## src/rtl/sirq_pkg.sv

```systemverilog
package sirq_pkg;
    localparam int ISA_IRQS   = 16;
    localparam int NUM_FUNCS  = 3;
    localparam int NUM_PCI    = 4;
    localparam int NUM_PAR    = 3;
    localparam int NUM_SLOTS  = ISA_IRQS + 1 + NUM_PCI;
    localparam int SLOT_W     = $clog2(NUM_SLOTS);
    localparam int SLOT_SMI   = 2;
    localparam int SLOT_IOCHK = ISA_IRQS;
    localparam int SLOT_PCI0  = ISA_IRQS + 1;

    localparam logic [1:0] MODE_PAR_PCI = 2'd0;

    typedef enum logic [2:0] {
        S_IDLE,
        S_REQ,
        S_START,
        S_SLOT,
        S_STOP
    } sirq_state_t;

    typedef enum logic [1:0] {
        PH_SAMPLE,
        PH_RECOVER,
        PH_TURN
    } sirq_phase_t;
endpackage

```

## src/rtl/sirq_route.sv

```systemverilog
module sirq_route
    import sirq_pkg::*;
(
    input  logic [ISA_IRQS-1:0]  irq_req,
    input  logic                 smi_req,
    input  logic                 iochck_req,
    input  logic [NUM_FUNCS-1:0] fn_int,
    input  logic [1:0]           int_mode,
    input  logic                 tie_cb,
    input  logic                 tie_all,
    output logic [NUM_SLOTS-1:0] slot_req,
    output logic [NUM_SLOTS-1:0] slot_own,
    output logic [NUM_PAR-1:0]   par_int_n
);
    logic [NUM_PCI-1:0] pci_lvl;
    logic               isa_ser;
    logic               pci_ser;
    logic               unused_irq2;

    // fold function interrupts onto the PCI lines
    always_comb begin
        pci_lvl = '0;
        if (tie_all) begin
            pci_lvl[0] = |fn_int;
        end else if (tie_cb) begin
            pci_lvl[0] = fn_int[0] | fn_int[1];
            pci_lvl[2] = fn_int[2];
        end else begin
            pci_lvl[NUM_FUNCS-1:0] = fn_int;
        end
    end

    for (genvar g = 0; g < ISA_IRQS; g++) begin : g_isa
        if (g == SLOT_SMI) begin : g_smi
            assign slot_req[g] = smi_req;
        end else begin : g_irq
            assign slot_req[g] = irq_req[g];
        end
    end

    assign unused_irq2 = irq_req[SLOT_SMI];
    assign slot_req[SLOT_IOCHK]           = iochck_req;
    assign slot_req[SLOT_PCI0 +: NUM_PCI] = pci_lvl;

    assign isa_ser  = (int_mode != MODE_PAR_PCI);
    assign pci_ser  = int_mode[1];
    assign slot_own = {{NUM_PCI{pci_ser}}, {(ISA_IRQS + 1){isa_ser}}};

    assign par_int_n = pci_ser ? '1 : ~pci_lvl[NUM_PAR-1:0];
endmodule

```

## src/rtl/sirq_fsm.sv

```systemverilog
module sirq_fsm
    import sirq_pkg::*;
#(
    parameter int START_MIN = 4,
    parameter int START_MAX = 8
) (
    input  logic                 clk,
    input  logic                 rst_n,
    input  logic                 line_i,
    input  logic [NUM_SLOTS-1:0] slot_req,
    input  logic [NUM_SLOTS-1:0] slot_own,
    output logic                 drv_oe,
    output logic                 drv_o
);
    localparam int CNT_W = $clog2(START_MAX + 2);
    localparam logic [CNT_W-1:0]  CNT_ONE   = CNT_W'(1);
    localparam logic [CNT_W-1:0]  CNT_SAT   = {CNT_W{1'b1}};
    localparam logic [CNT_W-1:0]  MIN_C     = CNT_W'(START_MIN);
    localparam logic [CNT_W-1:0]  MAX_C     = CNT_W'(START_MAX);
    localparam logic [CNT_W-1:0]  STOP_Q    = CNT_W'(2);
    localparam logic [SLOT_W-1:0] LAST_SLOT = SLOT_W'(NUM_SLOTS - 1);

    sirq_state_t          state_q, state_d;
    sirq_phase_t          ph_q, ph_d;
    logic [SLOT_W-1:0]    slot_q, slot_d;
    logic [CNT_W-1:0]     cnt_q, cnt_d;
    logic                 quiet_q, quiet_d;
    logic                 pend_q, pend_d;
    logic [NUM_SLOTS-1:0] prev_q, vec;
    logic                 change;
    logic                 oe_d, o_d;

    assign vec    = slot_req & slot_own;
    assign change = (vec != prev_q) && (|slot_own);

    // next-state logic
    always_comb begin
        state_d = state_q;
        ph_d    = ph_q;
        slot_d  = slot_q;
        cnt_d   = cnt_q;
        quiet_d = quiet_q;
        pend_d  = pend_q | change;
        unique case (state_q)
            S_IDLE: begin
                if (!line_i) begin
                    state_d = S_START;
                    cnt_d   = CNT_ONE;
                end else if (quiet_q && pend_d) begin
                    state_d = S_REQ;
                    pend_d  = 1'b0;
                end
            end
            S_REQ: begin
                state_d = S_START;
                cnt_d   = CNT_ONE;
            end
            S_START: begin
                if (!line_i) begin
                    cnt_d = (cnt_q == CNT_SAT) ? cnt_q : cnt_q + 1'b1;
                end else if (cnt_q >= MIN_C && cnt_q <= MAX_C) begin
                    state_d = S_SLOT;
                    slot_d  = '0;
                    ph_d    = PH_SAMPLE;
                    pend_d  = change;
                end else begin
                    state_d = S_IDLE;
                end
            end
            S_SLOT: begin
                unique case (ph_q)
                    PH_SAMPLE:  ph_d = PH_RECOVER;
                    PH_RECOVER: ph_d = PH_TURN;
                    PH_TURN: begin
                        if (slot_q == LAST_SLOT) begin
                            state_d = S_STOP;
                            cnt_d   = '0;
                        end else begin
                            slot_d = slot_q + 1'b1;
                            ph_d   = PH_SAMPLE;
                        end
                    end
                    default: ph_d = PH_SAMPLE;
                endcase
            end
            S_STOP: begin
                if (!line_i) begin
                    cnt_d = (cnt_q == CNT_SAT) ? cnt_q : cnt_q + 1'b1;
                end else if (cnt_q >= STOP_Q) begin
                    quiet_d = (cnt_q == STOP_Q);
                    state_d = S_IDLE;
                end else begin
                    cnt_d = '0;
                end
            end
            default: state_d = S_IDLE;
        endcase
    end

    // state register
    always_ff @(posedge clk or negedge rst_n) begin
        if (!rst_n) begin
            state_q <= S_IDLE;
            ph_q    <= PH_SAMPLE;
            slot_q  <= '0;
            cnt_q   <= '0;
            quiet_q <= 1'b0;
            pend_q  <= 1'b0;
            prev_q  <= '0;
        end else begin
            state_q <= state_d;
            ph_q    <= ph_d;
            slot_q  <= slot_d;
            cnt_q   <= cnt_d;
            quiet_q <= quiet_d;
            pend_q  <= pend_d;
            prev_q  <= vec;
        end
    end

    // output decode for the coming clock
    always_comb begin
        oe_d = 1'b0;
        o_d  = 1'b1;
        if (state_d == S_REQ) begin
            oe_d = 1'b1;
            o_d  = 1'b0;
        end else if (state_d == S_SLOT && slot_own[slot_d]) begin
            if (ph_d == PH_SAMPLE && slot_req[slot_d]) begin
                oe_d = 1'b1;
                o_d  = 1'b0;
            end else if (ph_d == PH_RECOVER) begin
                oe_d = 1'b1;
            end
        end
    end

    always_ff @(posedge clk or negedge rst_n) begin
        if (!rst_n) begin
            drv_oe <= 1'b0;
            drv_o  <= 1'b1;
        end else begin
            drv_oe <= oe_d;
            drv_o  <= o_d;
        end
    end
endmodule

```

## src/rtl/sirq_slave.sv

```systemverilog
module sirq_slave
    import sirq_pkg::*;
#(
    parameter int START_MIN = 4,
    parameter int START_MAX = 8
) (
    input  logic        clk,
    input  logic        rst_n,
    input  logic        sirq_i,
    input  logic [15:0] irq_req,
    input  logic        smi_req,
    input  logic        iochck_req,
    input  logic [2:0]  fn_int,
    input  logic [1:0]  int_mode,
    input  logic        tie_cb,
    input  logic        tie_all,
    output logic        sirq_oe,
    output logic        sirq_o,
    output logic        inta_n,
    output logic        intb_n,
    output logic        intc_n
);
    logic [NUM_SLOTS-1:0] slot_req;
    logic [NUM_SLOTS-1:0] slot_own;
    logic [NUM_PAR-1:0]   par_int_n;

    sirq_route route_i (
        .irq_req   (irq_req),
        .smi_req   (smi_req),
        .iochck_req(iochck_req),
        .fn_int    (fn_int),
        .int_mode  (int_mode),
        .tie_cb    (tie_cb),
        .tie_all   (tie_all),
        .slot_req  (slot_req),
        .slot_own  (slot_own),
        .par_int_n (par_int_n)
    );

    sirq_fsm #(
        .START_MIN(START_MIN),
        .START_MAX(START_MAX)
    ) fsm_i (
        .clk     (clk),
        .rst_n   (rst_n),
        .line_i  (sirq_i),
        .slot_req(slot_req),
        .slot_own(slot_own),
        .drv_oe  (sirq_oe),
        .drv_o   (sirq_o)
    );

    assign inta_n = par_int_n[0];
    assign intb_n = par_int_n[1];
    assign intc_n = par_int_n[2];
endmodule

```

## config.mk

```make
export PLATFORM = sky130hd
export DESIGN_NAME = sirq_slave
export DESIGN_NICKNAME = d
export VERILOG_FILES = /design/src/rtl/sirq_pkg.sv /design/src/rtl/sirq_route.sv /design/src/rtl/sirq_fsm.sv /design/src/rtl/sirq_slave.sv
export SDC_FILE = /design/constraint.sdc
export NUM_CORES = 1
export LEC_CHECK = 0
export ABC_CLOCK_PERIOD_IN_PS = 2850
export BUFFER_PORTS_ARGS = -buffer_cell sky130_fd_sc_hd__buf_2
export CAP_MARGIN = 30
export CORE_MARGIN = 2
export CORE_UTILIZATION = 54
export DETAILED_ROUTE_END_ITERATION = 8
export PLACE_DENSITY = 0.75
export SYNTH_ARGS = -nofsm -noshare
export SYNTH_HDL_FRONTEND = slang
export SYNTH_SLANG_ARGS = --single-unit
```

## constraint.sdc

```tcl
create_clock -name clk -period 2.85 [get_ports clk]
set_clock_uncertainty 0.1 [all_clocks]
set_input_delay 0.7125 -clock clk [delete_from_list [all_inputs] [get_ports clk]]
set_output_delay 0.7125 -clock clk [all_outputs]
set_load 0.01 [all_outputs]
```

==> key figures <==
Outcome
  – Outcome: complete, no violations

Global routing
  – Grt total ovfl: 0
  – All-Layer GR Usage: 0.230
  – Largest net degree at the start of global routing: 39
  – Antenna violations before repair: 0
  – First-pass GRT wire length: approximately 10 mm
  – Vias in the first global route: around 2.1k

Route
  – Routed wire length: just under 6 mm
  – Post-route DRC: 0
  – Vias per inst: roughly 5.7
  – Drt initial violations: 94
  – Routed len/inst: 14.1 µm
  – Number of routed nets with antenna violations: 0
  – Vias: about 2.4k
  – First-pass detailed-route iteration total: 4

Critical path
  – Critical Path Sink Type: register
  – CP bufs+invs: 3
  – Setup crit start kind: register
  – Cells along the critical path: inv_1 -> ha_1 -> and3b_4 -> o311ai_4 -> a221oi_4 -> inv_2 -> buf_4 -> a211oi_2 -> o21ai_2 -> nand2_1 -> o22ai_1 -> o311a_1
  – WS Path Type: register to register
  – Critical-path top delay cell: dfrtp_1
  – Arrival @ worst endpoint: 2.76 ns
  – WP data required: approximately 3 ns
  – CP top delay family: compound AO/OA/AOI/OAI gates
  – Max stage delay on crit path: ~0.38 ns
  – Crit-path max FO: 7

Placement
  – Cell Area, Placed: 0.00306 mm²
  – Hpwl dp: 4.47 mm
  – PortBufs: 31
  – RePlAce Congestion: 0.874

Yosys
  – Most common flop cell mapped by yosys: dfrtp_1
  – Post-synthesis compound-gate area fraction: 0.214
  – Synth Net Count: between 300 and 400
  – Simple-Gate Fraction of Synth Area: 0.303
  – Most common cell in the synthesized netlist: dfrtp_1
  – Synth area leaders: dfrtp_1, nor2b_1, nand2_1
  – Yosys warns: 0
  – Mux cell area share after synthesis: 0.0227
  – Post-synth EDFFs: 0
  – Largest family of logic cells by synthesized area: simple AND/OR/NAND/NOR gates
  – Post-synthesis adder-cell area fraction: 0.0227
  – Synth top area share: 0.350
  – Netlist cell types: 68
  – Sequential fraction of the synthesis area: 0.359
  – Mean Syn Cell Area: 9.04 µm²
  – Post-synthesis register bit count: 38
  – Mapped Cells: 293
  – Top post-synthesis cells by count: dfrtp_1, nand2_1, nor2_1, nor2b_1, inv_1
  – Post-synth top area cell: dfrtp_1
  – Async SR Flop Fraction: 1.00
  – Post-synthesis cell area: 0.00265 mm²
  – XOR/XNOR share of the synthesized area: 0.0331

CTS
  – CTS sink count: 38
  – H-tree depth: 2
  – Clk buf depth: 2
  – CTS Buf Count: 5
  – Root Buffer: clkbuf_8
  – Clock transition at path regs: around 0.080 ns
  – TritonCTS clock tree: yes
  – Clock Latency Late Sink: 0.29 ns

STA
  – Rel. slew slack: 0.433
  – FMAX: 373 MHz
  – RSZ-0062 raised after global routing: no
  – Endpoints failing setup: 0
  – Max-slew violations: 0
  – Final period util: 0.942
  – Tmin final: 2.68 ns
  – Worst-margin pin slew: 0.851 ns
  – Fin. Hold Viols: 0

Floorplanning
  – Initial Util: 0.561
  – Die H: about 74 µm
  – Die width: 74.0 µm
  – Core area: 0.00472 mm²
  – Die area: 0.00548 mm²
  – Num ports: 33
  – Rows: 25

Power
  – Pwr/cell area: 748 mW/mm²
  – Peak supply drop: 0.000428 V
  – Pleak: 1.38 nW

Final layout
  – Nets: 381
  – Layout cell share with drive strength beyond 1: 0.263
  – Ant. Diodes: 0
  – Design area: between 0.003 and 0.004 mm²
  – Area delta synth->final: 20.5%
  – Fillers: 384
  – Final core utilization: 0.675

Min path
  – Hold Path Class: register to register

Job
  – Max_cap viols: 0
-- layout by cell type, fill, tap and decap left out, types with 11 or more instances in the layout --
master   netlist  layout
buf_2          4      31
buf_4          0      29
dfrtp_1       37      37
inv_1         13      13
nand2_1       30      30
nand4_1       11      11
nor2_1        24      23
nor2b_1       22      22
-- worst paths after layout --
kind	from	endpoint	slack, ns	cells after the start
worst max register to register	fsm_i.cnt_q[1]	fsm_i.drv_oe	0.17	12
worst min-delay path	fsm_i.quiet_q	fsm_i.quiet_q	0.42	2
max in group asynchronous	rst_n	fsm_i.prev_q[0]	1.69	1
worst max-delay path	fsm_i.cnt_q[1]	fsm_i.drv_oe	0.17	12
worst min register to register	fsm_i.quiet_q	fsm_i.quiet_q	0.42	2
min in group asynchronous	rst_n	fsm_i.state_q[2]	0.43	1
-- worst reg2reg max path: cells and delay by family (launching register included) --
| kind | cells | cell delay, ns |
|---|---|---|
| AO/OA/AOI/OAI | 6 | 1.21 |
| adder cells (fa/ha/maj) | 1 | 0.19 |
| buffers and inverters | 3 | 0.38 |
| flip-flops | 1 | 0.38 |
| AND/OR/NAND/NOR | 2 | 0.31 |
-- final cells by class --
class / count / area (µm²) / share of cell area
multi-input combinational: 229 / 1600 / 0.502
sequential: 38 / 952 / 0.298
timing repair buffer: 61 / 393 / 0.123
tap: 67 / 83.8 / 0.0263
clock buffer: 5 / 68.8 / 0.0216
inverter: 14 / 52.6 / 0.0165
clock inverter: 3 / 40.0 / 0.0125
-- power by group --
group          leakage (nW)  internal [mW]  switching, mW
clock                0.0579          0.258          0.194
sequential            0.477          0.636         0.0890
combinational         0.846          0.554          0.657
total                  1.38           1.45          0.939
-- routing by layer --
layer  global-route usage  wire length [µm]
met1                0.301              2720
met2                0.393              2930
met3               0.0420               198
met4               0.0606                32
met5                    0                 0
-- kinds of logic (layout without fill, tap and decap cells) --
group	after synthesis	in the layout
xor gates and xnor gates	10	10
buffers and inverters	26	83
AOI/OAI and AO/OA	70	70
muxes	6	6
and+or+nand+nor	138	138
adders and majority gates	5	5
DFF	38	38
-- state kept, by name, summed over array words and instances, names as in the netlist --
register       cells
fsm_i.prev_q      20
fsm_i.slot_q       5
fsm_i.cnt_q        4
fsm_i.state_q      3
fsm_i.ph_q         2
fsm_i.drv_o        1
fsm_i.drv_oe       1
fsm_i.pend_q       1
fsm_i.quiet_q      1
-- per-stage QoR --
| step | hold slack [ns] | cells | setup WS, ns | total power, mW | TNS (ns) |
|---|---|---|---|---|---|
| 2_1_floorplan | 0.317 | 293 | 0.105 | 1.55 | 0 |
| 3_3_place_gp | 0.394 | 408 | 0.00308 | 1.89 | 0 |
| 3_5_place_dp | 0.407 | 408 | -0.0198 | 1.92 | -0.0198 |
| 4_1_cts | 0.423 | 416 | 0.126 | 2.37 | 0 |
| 5_1_grt | 0.452 | 417 | 0.0185 | 2.56 | 0 |
| 6_report | 0.416 | 417 | 0.166 | 2.39 | 0 |
-- what timing repair did --
item	4_1_cts	5_1_grt
resized for setup	0	4
buffers inserted	0	1
setup endpoints to repair	0	2
hold buffers	0	0
No activity file was read; power rests on OpenSTA's default activity.
